**src/rtl/sat_pkg.sv**
```systemverilog
package sat_pkg;

    localparam int OP_W = 4;

    typedef enum logic [OP_W-1:0] {
        OP_ADD_REPORT = 4'd0,
        OP_SADD       = 4'd1,
        OP_SSUB       = 4'd2,
        OP_UADD       = 4'd3,
        OP_USUB       = 4'd4,
        OP_SCLAMP     = 4'd5,
        OP_UCLAMP     = 4'd6,
        OP_SCLAMP2    = 4'd7,
        OP_UCLAMP2    = 4'd8
    } op_e;

    typedef enum logic [1:0] {
        SRC_NONE  = 2'd0,
        SRC_ARITH = 2'd1,
        SRC_WORD  = 2'd2,
        SRC_DUAL  = 2'd3
    } src_e;

    typedef struct packed {
        src_e src;
        logic is_sub;
        logic is_signed;
        logic do_clamp;
    } ctl_t;

    function automatic ctl_t decode_op(logic [OP_W-1:0] op);
        ctl_t c;
        c = '{src: SRC_NONE, is_sub: 1'b0, is_signed: 1'b0, do_clamp: 1'b0};
        case (op)
            OP_ADD_REPORT: c = '{src: SRC_ARITH, is_sub: 1'b0, is_signed: 1'b1, do_clamp: 1'b0};
            OP_SADD:       c = '{src: SRC_ARITH, is_sub: 1'b0, is_signed: 1'b1, do_clamp: 1'b1};
            OP_SSUB:       c = '{src: SRC_ARITH, is_sub: 1'b1, is_signed: 1'b1, do_clamp: 1'b1};
            OP_UADD:       c = '{src: SRC_ARITH, is_sub: 1'b0, is_signed: 1'b0, do_clamp: 1'b1};
            OP_USUB:       c = '{src: SRC_ARITH, is_sub: 1'b1, is_signed: 1'b0, do_clamp: 1'b1};
            OP_SCLAMP:     c = '{src: SRC_WORD,  is_sub: 1'b0, is_signed: 1'b1, do_clamp: 1'b1};
            OP_UCLAMP:     c = '{src: SRC_WORD,  is_sub: 1'b0, is_signed: 1'b0, do_clamp: 1'b1};
            OP_SCLAMP2:    c = '{src: SRC_DUAL,  is_sub: 1'b0, is_signed: 1'b1, do_clamp: 1'b1};
            OP_UCLAMP2:    c = '{src: SRC_DUAL,  is_sub: 1'b0, is_signed: 1'b0, do_clamp: 1'b1};
            default:       c = '{src: SRC_NONE,  is_sub: 1'b0, is_signed: 1'b0, do_clamp: 1'b0};
        endcase
        return c;
    endfunction

endpackage

```
**src/rtl/sat_addsub.sv**
```systemverilog
module sat_addsub #(
    parameter int W = 32
) (
    input  logic [W-1:0] a,
    input  logic [W-1:0] b,
    input  logic         is_sub,
    input  logic         is_signed,
    output logic [W-1:0] wrapped,
    output logic [W-1:0] limit,
    output logic         ovf
);
    logic [W:0] ext;
    logic       s_ovf;

    always_comb begin
        if (is_sub) ext = {1'b0, a} - {1'b0, b};
        else        ext = {1'b0, a} + {1'b0, b};
        wrapped = ext[W-1:0];

        if (is_sub) s_ovf = (a[W-1] != b[W-1]) && (wrapped[W-1] != a[W-1]);
        else        s_ovf = (a[W-1] == b[W-1]) && (wrapped[W-1] != a[W-1]);

        if (is_signed) begin
            ovf   = s_ovf;
            limit = a[W-1] ? {1'b1, {(W-1){1'b0}}} : {1'b0, {(W-1){1'b1}}};
        end else begin
            ovf   = ext[W];
            limit = is_sub ? '0 : '1;
        end
    end
endmodule

```
**src/rtl/sat_clamp.sv**
```systemverilog
module sat_clamp #(
    parameter int W     = 32,
    parameter int POS_W = 5
) (
    input  logic [W-1:0]     val,
    input  logic [POS_W-1:0] pos,
    input  logic             is_signed,
    output logic [W-1:0]     res,
    output logic             hit
);
    localparam logic [W-1:0] MAX_POS = {1'b0, {(W-1){1'b1}}};

    logic [W-1:0] hi_lim;
    logic         wide;

    always_comb begin
        wide   = (int'(pos) >= W - 1);
        hi_lim = wide ? MAX_POS : ((W'(1) << pos) - W'(1));
        res    = val;
        hit    = 1'b0;
        if (is_signed) begin
            if ($signed(val) > $signed(hi_lim)) begin
                res = hi_lim;
                hit = 1'b1;
            end else if ($signed(val) < $signed(~hi_lim)) begin
                res = ~hi_lim;
                hit = 1'b1;
            end
        end else begin
            if (val[W-1]) begin
                res = '0;
                hit = 1'b1;
            end else if (val > hi_lim) begin
                res = hi_lim;
                hit = 1'b1;
            end
        end
    end
endmodule

```
**src/rtl/sat_alu.sv**
```systemverilog
module sat_alu
    import sat_pkg::*;
#(
    parameter int DATA_W = 32
) (
    input  logic                      clk,
    input  logic                      rst,
    input  logic                      valid_i,
    input  logic                      clr_i,
    input  logic [OP_W-1:0]           op_i,
    input  logic [DATA_W-1:0]         a_i,
    input  logic [DATA_W-1:0]         b_i,
    input  logic [$clog2(DATA_W)-1:0] pos_i,
    output logic [DATA_W-1:0]         result_o,
    output logic                      sticky_o
);
    localparam int POS_W  = $clog2(DATA_W);
    localparam int HALF_W = DATA_W / 2;
    localparam int LANES  = 2;

    ctl_t                          ctl;
    logic [DATA_W-1:0]             arith_wrap, arith_lim, word_res, next_res;
    logic                          arith_ovf, word_hit, next_hit;
    logic [LANES-1:0][HALF_W-1:0]  lane_res;
    logic [LANES-1:0]              lane_hit;
    logic [DATA_W-1:0]             res_q;
    logic                          flag_q;

    assign ctl = decode_op(op_i);

    sat_addsub #(.W(DATA_W)) u_addsub (
        .a(a_i), .b(b_i), .is_sub(ctl.is_sub), .is_signed(ctl.is_signed),
        .wrapped(arith_wrap), .limit(arith_lim), .ovf(arith_ovf)
    );

    sat_clamp #(.W(DATA_W), .POS_W(POS_W)) u_word (
        .val(a_i), .pos(pos_i), .is_signed(ctl.is_signed),
        .res(word_res), .hit(word_hit)
    );

    for (genvar g = 0; g < LANES; g++) begin : g_lane
        sat_clamp #(.W(HALF_W), .POS_W(POS_W)) u_half (
            .val(a_i[g*HALF_W +: HALF_W]), .pos(pos_i), .is_signed(ctl.is_signed),
            .res(lane_res[g]), .hit(lane_hit[g])
        );
    end

    always_comb begin
        next_res = '0;
        next_hit = 1'b0;
        case (ctl.src)
            SRC_ARITH: begin
                next_hit = arith_ovf;
                next_res = (arith_ovf && ctl.do_clamp) ? arith_lim : arith_wrap;
            end
            SRC_WORD: begin
                next_hit = word_hit;
                next_res = word_res;
            end
            SRC_DUAL: begin
                next_hit = |lane_hit;
                next_res = lane_res;
            end
            default: begin
                next_hit = 1'b0;
                next_res = '0;
            end
        endcase
    end

    always_ff @(posedge clk) begin
        if (rst) begin
            res_q  <= '0;
            flag_q <= 1'b0;
        end else begin
            if (valid_i) res_q <= next_res;
            if (valid_i && next_hit) flag_q <= 1'b1;
            else if (clr_i)          flag_q <= 1'b0;
        end
    end

    assign result_o = res_q;
    assign sticky_o = flag_q;

    AST_RESET_STATE: assert property (@(posedge clk) rst |=> (result_o == '0 && !sticky_o));
    AST_FLAG_STICKY: assert property (@(posedge clk) disable iff (rst) (sticky_o && !clr_i) |=> sticky_o);
    AST_NO_SET_IDLE: assert property (@(posedge clk) disable iff (rst) (!sticky_o && !valid_i) |=> !sticky_o);
    AST_CLEAR_DROPS: assert property (@(posedge clk) disable iff (rst) (clr_i && !valid_i) |=> !sticky_o);
    AST_IDLE_HOLD: assert property (@(posedge clk) disable iff (rst) !valid_i |=> $stable(result_o));
    AST_UADD_FLOOR: assert property (@(posedge clk) disable iff (rst) (valid_i && op_i == OP_UADD) |=> (result_o >= $past(a_i)));
    AST_USUB_CEIL: assert property (@(posedge clk) disable iff (rst) (valid_i && op_i == OP_USUB) |=> (result_o <= $past(a_i)));
    AST_REPORT_WRAPS: assert property (@(posedge clk) disable iff (rst) (valid_i && op_i == OP_ADD_REPORT) |=> (result_o == $past(a_i) + $past(b_i)));
    AST_SPARE_ZERO: assert property (@(posedge clk) disable iff (rst) (valid_i && op_i > OP_UCLAMP2) |=> (result_o == '0));
endmodule

```
**config.mk**
```make
export PLATFORM = sky130hd
export DESIGN_NAME = sat_alu
export DESIGN_NICKNAME = d
export VERILOG_FILES = /design/src/rtl/sat_pkg.sv /design/src/rtl/sat_addsub.sv /design/src/rtl/sat_clamp.sv /design/src/rtl/sat_alu.sv
export SDC_FILE = /design/constraint.sdc
export NUM_CORES = 1
export LEC_CHECK = 0
export BUFFER_PORTS_ARGS = -buffer_cell sky130_fd_sc_hd__buf_2
export CAP_MARGIN = 20
export CORE_MARGIN = 4
export CORE_UTILIZATION = 28
export DETAILED_ROUTE_END_ITERATION = 6
export PLACE_DENSITY = 0.47
export SLEW_MARGIN = 10
export SYNTH_ARGS = -nofsm -noshare
export SYNTH_HDL_FRONTEND = slang
export SYNTH_SLANG_ARGS = --single-unit
```
**constraint.sdc**
```tcl
create_clock -name clk -period 6 [get_ports clk]
set_input_delay 0 -clock clk [delete_from_list [all_inputs] [get_ports clk]]
set_output_delay 0 -clock clk [all_outputs]
set_load 0.01 [all_outputs]
```
**Yosys cells after proc, flatten, opt, wreduce, memory -nomap -nowiden**

Memories as Yosys holds them, arrays and structs flattened.
Cells that the tools add are included.

- Bits in registers: 33
- Bits in read-only memories: 80
- Input bits: 77
- Output and inout port bits: 33
- Logic and storage cells: 77
- Memories: 1

- Add/subtract/negate cells: 4
- Order comparisons: 11
- Equal/unequal tests: 6
- Shifts and indexed selects: 2
- Multiplexer cells: 43
- Bitwise gates (word level): 2
- Reduce and logical (&&, ||, !) cells: 6

Memory list:

| name | depth | width | rd ports | clocked after memory_dff | wr ports | line | text |
|---|---|---|---|---|---|---|---|
| (name not given) | 16 | 5 | 1 | 0 | 0 | sat_pkg.sv:34 | `case (op)` |

Operators by type and width:

| kind | number |
|---|---|
| $mux W32 | 10 |
| $mux W16 | 11 |
| $pmux W32 S3 | 1 |
| $gt A16 B16 Y1 | 4 |
| $gt A32 B32 Y1 | 2 |
| $add A32 B32 Y33 | 1 |
| $mux W33 | 1 |
| $sub A32 B32 Y33 | 1 |
| $lt A16 B16 Y1 | 2 |
| $lt A32 B32 Y1 | 1 |
| $not A32 Y32 | 1 |
| $shl A1 B5 Y32 const A | 1 |
| $sub A32 B1 Y32 const B | 1 |
| $mux W1 | 19 |
| $not A16 Y16 | 1 |
| $shl A1 B5 Y16 const A | 1 |
| $sub A16 B1 Y16 const B | 1 |
| $ge A5 B4 Y1 const B | 1 |
| $ge A5 B5 Y1 const B | 1 |
| $eq A2 B2 Y1 const B | 2 |
| $logic_and A1 B1 Y1 | 4 |
| $pmux W1 S3 | 1 |
| $eq A2 B1 Y1 const B | 1 |
| $ne A1 B1 Y1 | 2 |
| other kinds (3) | 3 |

**Logic depth before layout (Yosys ltp)**

- Depth after elaboration: 12
- Mapped depth: 27
- Mapped depth without buffers: 21

**By module**

A second synthesis with hierarchy kept.

- Cell total of the unflattened synthesis: 1543
- Area, all modules: 11587.4 sq um

By module, submodules not included:

| module | times used | cells each | area each (sq um) | seq. area each (sq um) |
|---|---|---|---|---|
| sat_clamp at g_lane[0].u_half ... | 2 | 215 | 1621.6 | 0.0 |
| sat_clamp at u_word | 1 | 434 | 3001.6 | 0.0 |
| sat_addsub | 1 | 386 | 2720.1 | 0.0 |
| sat_alu | 1 | 293 | 2622.5 | 660.6 |

**Least setup slack after synthesis**

No wires, ideal clock.

- Path type: in2reg
- Start: input pos_i[4]
- End: register res_q[10] (netlist: result_o[10])
- Library setup time: 0.139 ns
- Data arrival time: 5.004 ns
- Setup slack: 0.856 ns
- Cell stages on the path: 22
- Cells stage by stage: clkbuf_1 > or2_2 > clkbuf_1 > nor2_1 > clkbuf_1 > inv_1 > ha_1 > or3_1 > and3_1 > o21ai_0 > ha_1 > or4b_2 > nor2_1 > nor2_1 > o221ai_1 > and2_1 > clkbuf_1 > o22ai_1 > a221oi_1 > o221ai_1 > a21oi_1 > a311oi_1

- Cells in the longest elaborated chain, start to end: 9
- Elaborated cells on any way between the ends: 27
- Those cells by class: 2 x add/sub; 8 x order compare; 2 x shift; 13 x mux; 2 x bitwise

RTL lines:

| what | line | text |
|---|---|---|
| start, declared | sat_alu.sv:13 | `input logic [$clog2(DATA_W)-1:0] pos_i,` |
| $shl A1 B5 Y32 or $shl A1 B5 Y16 (tied branches) | sat_clamp.sv:18 | `hi_lim = wide ? MAX_POS : ((W'(1) << pos) - W'(1));` |
| $sub A32 B1 Y32 or $sub A16 B1 Y16 (tied branches) | sat_clamp.sv:18 |  |
| $mux W32 or $mux W16 (tied branches) | sat_clamp.sv:18 |  |
| $not A32 Y32 or $not A16 Y16 (tied branches) | sat_clamp.sv:25, sat_clamp.sv:26 |  |
| $lt A32 B32 Y1 or $lt A16 B16 Y1 (tied branches) | sat_clamp.sv:25 | `end else if ($signed(val) < $signed(~hi_lim)) begin` |
| $mux W32 or $mux W16 (tied branches) | sat_clamp.sv:25 |  |
| $mux W32 or $mux W16 (tied branches) | sat_clamp.sv:22 | `if ($signed(val) > $signed(hi_lim)) begin` |
| $mux W32 or $mux W16 (tied branches) | sat_clamp.sv:21 | `if (is_signed) begin` |
| $pmux W32 S3 (*) | sat_alu.sv:51 | `case (ctl.src)` |
| end signal, assigned | sat_alu.sv:76 | `if (valid_i) res_q <= next_res;` |
| end, declared | sat_alu.sv:26 | `logic [DATA_W-1:0] res_q;` |

Mark *: on every way between the ends. The rest lies on a longest branch, timed or not.
A chain may end at the register's enable or synchronous reset.

**Worst setup path in the final report**

- Start: input pos_i[2]
- End: register res_q[5] (netlist: result_o[5])

Same word-level chain as after synthesis.

==> summary.md <==
| Metric | Value |
|---|---|
| Worst hold path type | `input port to register` |
| Vias | `12620` |
| Commonest cells after routing, fill and taps aside | `175 x ha_1, 155 x nand2_1, 135 x a21oi_1, 129 x nor2_1, 109 x buf_2` |
| Min Tclk post-route | `5.390 ns` |
| Synthesized flop and latch total | `33` |
| CP most frequent cell | `buf_4` |
| Sequential area share after synthesis | `6.124%` |
| Peak supply drop | `0.00009166 V` |
| Core area | `37840 sq um` |
| Syn_area_per_cell | `6.815 sq um` |
| Antenna Nets Post-Route | `0` |
| CP delay by family, top | `simple AND/OR/NAND/NOR gates` |
| Buffers on Ports | `109` |
| Clock tree buffer depth | `2` |
| Worst r2r path cells | `5` |
| WP buf/inv | `7` |
| Clock skew | `0 ns` |
| Fin util | `32.05%` |
| Critical Path End Type | `register` |
| Initial antenna violation count | `1` |
| P per Cell Area | `140.0 nW/um^2` |
| Root buffer cell | `clkbuf_16` |
| Largest stage delay, worst path | `0.43 ns` |
| Max-slew headroom | `25.36%` |
| Critical R2R Launch | `result_o[5]` |
| CTS Hold Bufs | `0` |
| CTS Buf Count | `5` |
| Reg2reg end | `result_o[5]` |
| Post-cts sizing count | `0` |
| Clk network pwr share | `15.2%` |
| I/O Pins | `110` |
| Critical Path Slowest Stage Cell | `a2111oi_0` |
| Synth Flop Type | `dfxtp_1` |
| RePlAce Congestion | `0.9252` |
| Die width | `204.3 microns` |
| Largest cells by area after synthesis | `ha_1 20%, a21oi_1 6.3%, dfxtp_1 6.1%` |
| Worst-margin pin slew | `1.113 ns` |
| Setup slack, reg-to-reg | `4.51 ns` |
| DR WL/cell | `22.67 microns` |
| Largest net degree at the start of global routing | `34` |
| Vias in the first global route | `11790` |
| Rows | `71` |
| Later-pin clock latency in the skew report | `0.28 ns` |
| Htree depth | `2` |
| Top-area cell type share of the netlist area | `20.30%` |
| Critical Path RT | `6.16 ns` |
| Seq pwr share | `14.1%` |
| Area Growth Syn to Fin | `12.42%` |
| Arr. time, crit path | `5.55 ns` |
| Post-synth ARST share | `0%` |
| Yosys warning total | `0` |
| Startpoint types | `input port` |
| Synth cell types | `89` |
| Yosys top cell by area | `ha_1` |
| CP max FO | `23` |
| Hpwl dp | `39.45 mm` |
| CP endpoint | `result_o[5]` |
| Via density | `5.815` |
| Sw power | `0.0008745 W` |
| First-pass GRT wire length | `73.13 mm` |
| DR DRC count | `0` |
| Iter 0 DRT Violations | `1302` |
| Post-synth EDFFs | `0` |
| Final setup viols | `0` |
| TritonCTS clock tree | `built` |
| Unrepaired setup endpoints after global routing | `false` |
| ANT cells | `0` |
| Clock Sinks | `33` |
| Drt pass-1 iters | `6` |
| CP startpoint | `pos_i[2]` |
| Crit. path cell count | `26` |
| Post-CTS Setup Inserts | `0` |
| Fillcell total | `4204` |
| Initial Util | `28.51%` |
| Most common cell after layout, fill and taps aside | `ha_1` |
| Status | `complete, no violations` |
| Final period util | `89.83%` |
| Combinational Power Share | `70.7%` |
| Placed inst area | `11990 sq um` |
| Clock Pin Slew Worst Setup and Hold Paths | `0.05 ns` |
| Leakage | `5.401 nW` |
| Global route overflow | `0` |
| Fin area | `12130 sq um` |
| FMAX | `185.5 MHz` |
| Critical Setup Path Class | `input port to register` |
| DRT Wirelength | `49.19 mm` |
| Net count, final | `1912` |
| Netlist Area Pre-Place | `10790 sq um` |
| GRT Overall Usage | `22.57%` |
| Sw Ratio | `51.51%` |
| Mapped Cells | `1583` |
| Die height | `204.3 microns` |
| Final Hold Fails | `0` |
| Share of layout cells above drive strength 1 | `12.60%` |
| Post-Route Setup TNS | `0 ns` |
| Max cap viols | `0` |
| Int Pwr | `0.0008233 W` |
| Max-slew violations | `0` |
| Die area | `41730 sq um` |
==> sequential cells by signal (all words and copies together) (netlist names) <==
name and flops:
result_o 32, sticky_o 1
==> final cells by class <==
class	instances	area (sq um)	area share, %
repair buffers	161	935.9	7.717
multi-input cells	1366	9404	77.54
well taps	511	639.4	5.272
inverters	92	345.3	2.847
flip-flops and latches	33	660.6	5.447
clock buffers	7	142.6	1.176
==> worst min-delay path by stage <==
stage	slack [ns]	cells after the start	start	endpoint
finish	0.16	4	clr_i	sticky_o
global placement	0.42	1	result_o[12]	result_o[12]
detailed placement	0.42	1	result_o[12]	result_o[12]
global route	0.22	4	clr_i	sticky_o
CTS	0.13	4	clr_i	sticky_o
floorplan	0.23	2	a_i[30]	result_o[30]
==> worst register-to-register path, stage by stage (launching register included) <==
cell       delay, ns
dfxtp_1         0.32
nand2_1         0.12
o221ai_1        0.14
a2111oi_0       0.51
buf_4           0.20
a31oi_1         0.07
==> cell usage after synthesis, drive strengths merged (5+ instances only) <==
library cell and number:
nor3 29, a21oi 137, nand2 156, nand4 40
a221oi 10, o31ai 18, and2 10, ha 175
mux2 6, o21a 13, nor2b 19, xnor2 32
o211ai 29, o22ai 11, a211oi 23, dfxtp 33
o21bai 9, a21o 48, buf 27, a21boi 12
nor4b 5, nor4 18, a311oi 7, and3 21
a2111oi 10, clkinv 6, inv 86, or4 10
or3 15, a221o 7, xor2 28, nand3 50
a31oi 41, clkbuf 72, nor2 131, nand2b 13
o41ai 7, mux2i 26, or2 13, o221ai 11
o21ai 107
==> metrics by stage <==
step	power (W)	cells	hold WS, ns	setup WS, ns
after floorplan	0.001034	1590	0.2345	0.8564
after global routing	0.001823	2170	0.2162	0.1537
after detailed placement	0.001420	2163	0.4210	0.3875
final	0.001698	2170	0.1555	0.6103
after CTS	0.001686	2170	0.1336	0.6698
after global placement	0.001419	2163	0.4232	0.3675
==> power groups by stage <==
stage | clock, W | combinational, W | sequential [W]
after floorplan | 0 | 0.000789 | 0.000245
after global placement | 0 | 0.00117 | 0.000245
after detailed placement | 0 | 0.00118 | 0.000245
after global routing | 0.000270 | 0.00131 | 0.000241
after CTS | 0.000265 | 0.00118 | 0.000240
final | 0.000258 | 0.00120 | 0.000240
==> per-layer routing <==
metal | up-vias | part of all wire (%) | track usage [%]
li1 | 6015 | - | -
met1 | 6003 | 45 | 31.59
met2 | 524 | 45 | 36.91
met3 | 75 | 7.0 | 2.634
met4 | 2 | 2.6 | 5.791
met5 | - | 0.014 | 0
==> logic make-up (layout without fill, tap and decap cells) <==
family,count (synthesis),after routing,share of synthesized area [%]
xor+xnor,60,60,4.871
other cells,2,9,0.06962
fa+ha+maj,176,176,20.48
flops,33,33,6.124
compound gates,542,542,33.04
buf+inv,191,260,7.121
mux,32,32,3.039
simple gates,547,547,25.25
(Power assumes the default switching activity.)
